**config.mk**
```make
export PLATFORM = sky130hd
export DESIGN_NAME = irtx_top
export DESIGN_NICKNAME = d
export VERILOG_FILES = /design/src/rtl/irtx_pkg.sv /design/src/rtl/irtx_prescaler.sv /design/src/rtl/irtx_carrier.sv /design/src/rtl/irtx_seq.sv /design/src/rtl/irtx_top.sv
export SDC_FILE = /design/constraint.sdc
export NUM_CORES = 1
export LEC_CHECK = 0
export BUFFER_PORTS_ARGS = -buffer_cell sky130_fd_sc_hd__buf_2
export CORE_MARGIN = 5
export CORE_UTILIZATION = 33
export CTS_BUF_LIST = sky130_fd_sc_hd__clkbuf_4
export DETAILED_ROUTE_END_ITERATION = 10
export PLACE_DENSITY = 0.54
export SETUP_SLACK_MARGIN = 0.2
export SLEW_MARGIN = 20
export SYNTH_ARGS = -nofsm -noshare
export SYNTH_HDL_FRONTEND = slang
export SYNTH_SLANG_ARGS = --single-unit
```
**constraint.sdc**
```tcl
create_clock -name clk -period 15.8 [get_ports clk]
set_input_delay 3.16 -clock clk [delete_from_list [all_inputs] [get_ports clk]]
set_output_delay 3.16 -clock clk [all_outputs]
set_load 0.005 [all_outputs]
```
**src/rtl/irtx_pkg.sv**
```systemverilog
package irtx_pkg;
    localparam int CW        = 8;             // width of every timing setting
    localparam int BUF_BYTES = 32;            // transmit store depth
    localparam int AW        = $clog2(BUF_BYTES);
    localparam int IW        = AW + 1;        // entry index incl. one-past-end
    localparam int DW        = 2 * CW;        // segment duration in ticks

    typedef enum logic [1:0] {PH_HI_A, PH_LO_A, PH_HI_B, PH_LO_B} car_phase_e;

    typedef struct packed {
        logic          valid;   // index inside the store
        logic          level;   // 1 = carrier on
        logic [DW-1:0] dur;     // duration in base ticks
    } seg_t;

    function automatic logic [CW-1:0] at_least_one(input logic [CW-1:0] v);
        return (v == '0) ? CW'(1) : v;
    endfunction
endpackage

```
**src/rtl/irtx_prescaler.sv**
```systemverilog
module irtx_prescaler
    import irtx_pkg::*;
(
    input  logic          clk,
    input  logic          rst,
    input  logic          clear,
    input  logic [CW-1:0] div,
    output logic          tick
);
    logic [CW-1:0] cnt;

    assign tick = (cnt == div);

    always_ff @(posedge clk) begin
        if (rst || clear || tick) cnt <= '0;
        else                      cnt <= cnt + 1'b1;
    end


    tick_wrap_chk: assert property (@(posedge clk) disable iff (rst)
        tick |=> (cnt == '0));
endmodule

```
**src/rtl/irtx_carrier.sv**
```systemverilog
module irtx_carrier
    import irtx_pkg::*;
(
    input  logic          clk,
    input  logic          rst,
    input  logic          run,
    input  logic [CW-1:0] t_high,
    input  logic [CW-1:0] t_low_a,
    input  logic [CW-1:0] t_low_b,
    output logic          car
);
    car_phase_e    ph;
    logic [CW-1:0] cnt;
    logic [CW-1:0] lim;

    always_comb begin
        unique case (ph)
            PH_LO_A: lim = at_least_one(t_low_a);
            PH_LO_B: lim = at_least_one(t_low_b);
            default: lim = at_least_one(t_high);
        endcase
    end

    assign car = (ph == PH_HI_A) || (ph == PH_HI_B);

    always_ff @(posedge clk) begin
        if (rst || !run) begin
            ph  <= PH_HI_A;
            cnt <= '0;
        end else if (cnt == lim - 1'b1) begin
            cnt <= '0;
            unique case (ph)
                PH_HI_A: ph <= PH_LO_A;
                PH_LO_A: ph <= PH_HI_B;
                PH_HI_B: ph <= PH_LO_B;
                default: ph <= PH_HI_A;
            endcase
        end else begin
            cnt <= cnt + 1'b1;
        end
    end


    phase_step_chk: assert property (@(posedge clk) disable iff (rst)
        (run && $past(run) && (ph != $past(ph))) |-> (cnt == '0));
endmodule

```
**src/rtl/irtx_seq.sv**
```systemverilog
module irtx_seq
    import irtx_pkg::*;
(
    input  logic          clk,
    input  logic          rst,
    input  logic          word_mode,
    input  logic [CW-1:0] unit_high,
    input  logic [CW-1:0] unit_low,
    input  logic          wr_en,
    input  logic [AW-1:0] wr_addr,
    input  logic [CW-1:0] wr_data,
    input  logic          start,
    input  logic          tick,
    output logic          advance,
    output logic          busy,
    output logic          done,
    output logic          env
);
    logic [CW-1:0] store [BUF_BYTES];
    logic [IW-1:0] idx;
    logic [IW-1:0] target;
    logic [DW-1:0] rem;
    seg_t          nxt;

    always_ff @(posedge clk) begin
        if (rst) begin
            for (int i = 0; i < BUF_BYTES; i++) store[i] <= '0;
        end else if (wr_en) begin
            store[wr_addr] <= wr_data;
        end
    end

    assign target  = busy ? idx + 1'b1 : '0;
    assign advance = (!busy && start) || (busy && tick && rem == DW'(1));

    always_comb begin
        nxt.level = ~target[0];
        if (word_mode) begin
            nxt.valid = (target < IW'(BUF_BYTES / 2));
            nxt.dur   = {store[{target[AW-2:0], 1'b0}], store[{target[AW-2:0], 1'b1}]};
        end else begin
            nxt.valid = (target < IW'(BUF_BYTES));
            nxt.dur   = store[target[AW-1:0]] * (target[0] ? unit_low : unit_high);
        end
    end

    always_ff @(posedge clk) begin
        if (rst) begin
            busy <= 1'b0;
            done <= 1'b0;
            env  <= 1'b0;
            idx  <= '0;
            rem  <= '0;
        end else begin
            done <= 1'b0;
            if (advance) begin
                if (nxt.valid && nxt.dur != '0) begin
                    busy <= 1'b1;
                    idx  <= target;
                    rem  <= nxt.dur;
                    env  <= nxt.level;
                end else begin
                    busy <= 1'b0;
                    env  <= 1'b0;
                    done <= 1'b1;
                end
            end else if (busy && tick) begin
                rem <= rem - 1'b1;
            end
        end
    end


    done_idle_chk: assert property (@(posedge clk) disable iff (rst)
        done |-> !busy);

    busy_end_chk: assert property (@(posedge clk) disable iff (rst)
        $fell(busy) |-> done);

    start_ignored_chk: assert property (@(posedge clk) disable iff (rst)
        (busy && start && !(tick && rem == DW'(1))) |=> (busy && $stable(idx)));
endmodule

```
**src/rtl/irtx_top.sv**
```systemverilog
module irtx_top
    import irtx_pkg::*;
(
    input  logic       clk,
    input  logic       rst,
    input  logic [7:0] car_high,
    input  logic [7:0] car_low_a,
    input  logic [7:0] car_low_b,
    input  logic [7:0] tick_div,
    input  logic [7:0] unit_high,
    input  logic [7:0] unit_low,
    input  logic       word_mode,
    input  logic       wr_en,
    input  logic [4:0] wr_addr,
    input  logic [7:0] wr_data,
    input  logic       start,
    output logic       busy,
    output logic       done,
    output logic       ir_out
);
    logic tick;
    logic advance;
    logic env;
    logic car;

    irtx_seq u_seq (
        .clk       (clk),
        .rst       (rst),
        .word_mode (word_mode),
        .unit_high (unit_high),
        .unit_low  (unit_low),
        .wr_en     (wr_en),
        .wr_addr   (wr_addr),
        .wr_data   (wr_data),
        .start     (start),
        .tick      (tick),
        .advance   (advance),
        .busy      (busy),
        .done      (done),
        .env       (env)
    );

    irtx_prescaler u_presc (
        .clk   (clk),
        .rst   (rst),
        .clear (advance || !busy),
        .div   (tick_div),
        .tick  (tick)
    );

    irtx_carrier u_car (
        .clk     (clk),
        .rst     (rst),
        .run     (env),
        .t_high  (car_high),
        .t_low_a (car_low_a),
        .t_low_b (car_low_b),
        .car     (car)
    );

    assign ir_out = env & car;


    idle_quiet_chk: assert property (@(posedge clk) disable iff (rst)
        !busy |-> !ir_out);

    carrier_restart_chk: assert property (@(posedge clk) disable iff (rst)
        $rose(env) |-> ir_out);
endmodule

```
==> impl_results.md <==
* Status: complete, no violations
* Worst setup SP type: register
* Non-filler cells, final at between 2000 and 3000
* Starting DRC count in detailed routing at approximately 1900
* Hold Path Stages at 2
* #FFs+latches synth at 299
* Layout cells sized above 1 at 16.12%
* CP Buf/Inv Count at 6
* Reg area at 0.008553 mm²
* Slowest stage cell, crit path: o211ai_2
* Vias in the first global route at ~16000
* Fin. max-slew vios at 0
* Max-slew headroom at 24.77%
* Hold_buf cts at 0
* Via count at 15770
* Fin. Hold Viols at 0
* Top cells by area, synth: edfxtp_1, and2_1, mux4_2
* Starting Density at 33.18%
* MaxCap Viol Count at 0
* Post-route DRC at 0
* Netlist Area Pre-Place at roughly 0.019 mm²
* Gpl congestion at 0.9478
* Row cnt at 89
* Inserted Clock Buffers at 86
* R2R depth at 28
* Slowest stage delay, CP at 0.83 ns
* Syn-to-layout area delta at 10.60%
* Fin Hold WS at 0.4962 ns
* Asr flop ratio synth at 0%
* WL final at about 68 mm
* Post-CTS setup repair buffer count at 0
* Initial antenna violation count at 5
* Die area at 0.06396 mm²
* Netlist cell types at 84
* Core area at about 0.059 mm²
* Die W at 252.9 µm
* Drt via density at approximately 5.7
* Layout Nets at 2088
* Total global-route track usage at approximately a fifth
* Hold/Removal Path Class: reg2reg
* Mapped Nets at around 2000
* Root Driver: clkbuf_4
* Area of the multi-input gates at 0.01008 mm²
* Final worst path period share at 64.99%
* Mean Syn Cell Area at 10.29 µm²
* Top FF cell, synth: edfxtp_1
* Origin of the critical flop-to-flop path: u_seq.idx[0]
* Clock sinks at 299
* Die Height at between 200 and 300 µm
* Crit path max fanout at 35
* Hold Crit Start: u_seq.rem[9]
* Cell family with most CP delay: compound AO/OA/AOI/OAI gates
* Router iterations before antenna repair at 5
* Clk slew on worst S/H paths at about 0.07 ns
* CTS tree: yes
* Synth top cells by count: and2_1, edfxtp_1, nand2_1
* Synth top area share at 39.48%
* Leakage at 7.743 nW
* Synth area leader: edfxtp_1
* DP Wirelength at slightly below 50 mm
* Htree depth at 3
* CP Capture Type: register
* Setup Skew at 0.05921 ns
* Post-cts resize count at 0
* Crit path launch: u_seq.idx[0]
* Register area share after synthesis at 43.90%
* Fmax at between 90 and 100 MHz
* CTS Buffer Depth at 3
* RSZ-0062 raised after global routing: no
* Power Density at between 100 and 150 mW/mm²
* Post-synth EDFFs at 256
* First-pass GRT wire length at approximately 100 mm
* Post-synthesis cell count at 1892
* ANT nets after route at 0
* Crit Path Class: reg2reg
* Worst-margin pin slew at 1.117 ns
* Worst IR drop on VDD at 0.00009937 V
* CP Data Required Time at between 15 and 20 ns
* Total gr overflow at 0
* Placed cell count at 2625
* Port Buffers at 68
* Latest clock arrival within the worst-skew pair at 0.87 ns
* # setup viols final at 0
* Per-cell routed wire length at 24.48 µm
* Critical path depth at 28
* Setup TNS at 0 ns
* Synth Warn # at 0
* WP data arrival at approximately 11 ns
* Filler cells at 5873
* Largest net degree at the start of global routing at 64
* Top-count cell post-synth: and2_1
* Io pins at a little under 70
* Tmin final at ~10 ns
==> path summary, 6_finish.rpt <==
kind	endpoint	slack, ns
setup / recovery	u_seq.rem[5]	5.53
hold reg to reg	u_seq.rem[9]	0.50
hold / removal	u_seq.rem[9]	0.50
setup reg to reg	u_seq.rem[5]	5.53
==> area by class of cell <==
class / instances / area share (%)
tap: 773 / 4.491
sequential: 299 / 39.72
multi-input combinational: 1390 / 46.82
inverter: 65 / 1.133
clock buffer: 114 / 3.974
timing repair buffer: 98 / 2.626
antenna: 9 / 0.1046
clock inverter: 32 / 1.127
==> sequential cells by signal (all words and copies together), names as in the netlist <==
| register | flops |
|---|---|
| u_seq.env | 1 |
| u_seq.rem | 16 |
| u_presc.cnt | 8 |
| u_seq.done | 1 |
| u_seq.store | 256 |
| u_seq.busy | 1 |
| u_car.ph | 2 |
| u_car.cnt | 8 |
| u_seq.idx | 6 |
==> logic make-up after synthesis <==
group	count (synthesis)	share of synthesized area, %
flops	299	43.90
mux	127	9.626
simple gates	782	20.88
xor+xnor	41	1.883
compound gates	358	12.56
fa+ha+maj	82	6.657
buf+inv	203	4.498
==> routing by layer <==
metal | track usage, % | share of wire, %
met2 | 31.74 | 45
met5 | 0 | 0.018
met1 | 29.24 | 43
met3 | 4.982 | 9.2
met4 | 7.389 | 3.2
==> power breakdown <==
part | total, W | leakage, nW | switching, W | internal (W)
sequential | 0.000947 | 2.79 | 0.0000455 | 0.000901
combinational | 0.000740 | 4.31 | 0.000459 | 0.000282
clock | 0.000754 | 0.644 | 0.000353 | 0.000401
total | 0.00244 | 7.74 | 0.000858 | 0.00158
==> per-stage QoR <==
stage          setup WS (ns)  util, %  power [W]  cell area (µm²)
2_1_floorplan          6.970        -   0.001455            19470
3_3_place_gp           5.746    34.77   0.001691            20410
3_5_place_dp           5.555    34.77   0.001690            20410
4_1_cts                5.527    36.65   0.002452            21510
5_1_grt                4.980    36.69   0.002576            21530
6_report               5.531    36.69   0.002442            21530
==> worst register-to-register path: cells and delay by family, from the launching register on <==
| kind | cells | cell delay, ns |
|---|---|---|
| AO/OA/AOI/OAI | 11 | 3.53 |
| XOR/XNOR | 1 | 0.17 |
| adder cells (fa/ha/maj) | 6 | 2.84 |
| buffers and inverters | 6 | 1.16 |
| flip-flops | 1 | 0.67 |
| AND/OR/NAND/NOR | 4 | 1.77 |
==> layout by cell type (no fill, tap or decap), drive strengths merged, types with 36 or more instances in the layout <==
cell type  synthesis  layout
a21oi             79      79
and2             264     264
buf               51      98
clkbuf            87     114
dfxtp             43      43
edfxtp           256     256
fa                36      36
ha                46      46
inv               64      66
mux2i             63      63
mux4              45      45
nand2            162     162
nand3             53      53
nor2             149     149
nor3              38      38
o21ai             74      74
Power figures use the tool's default switching activity.
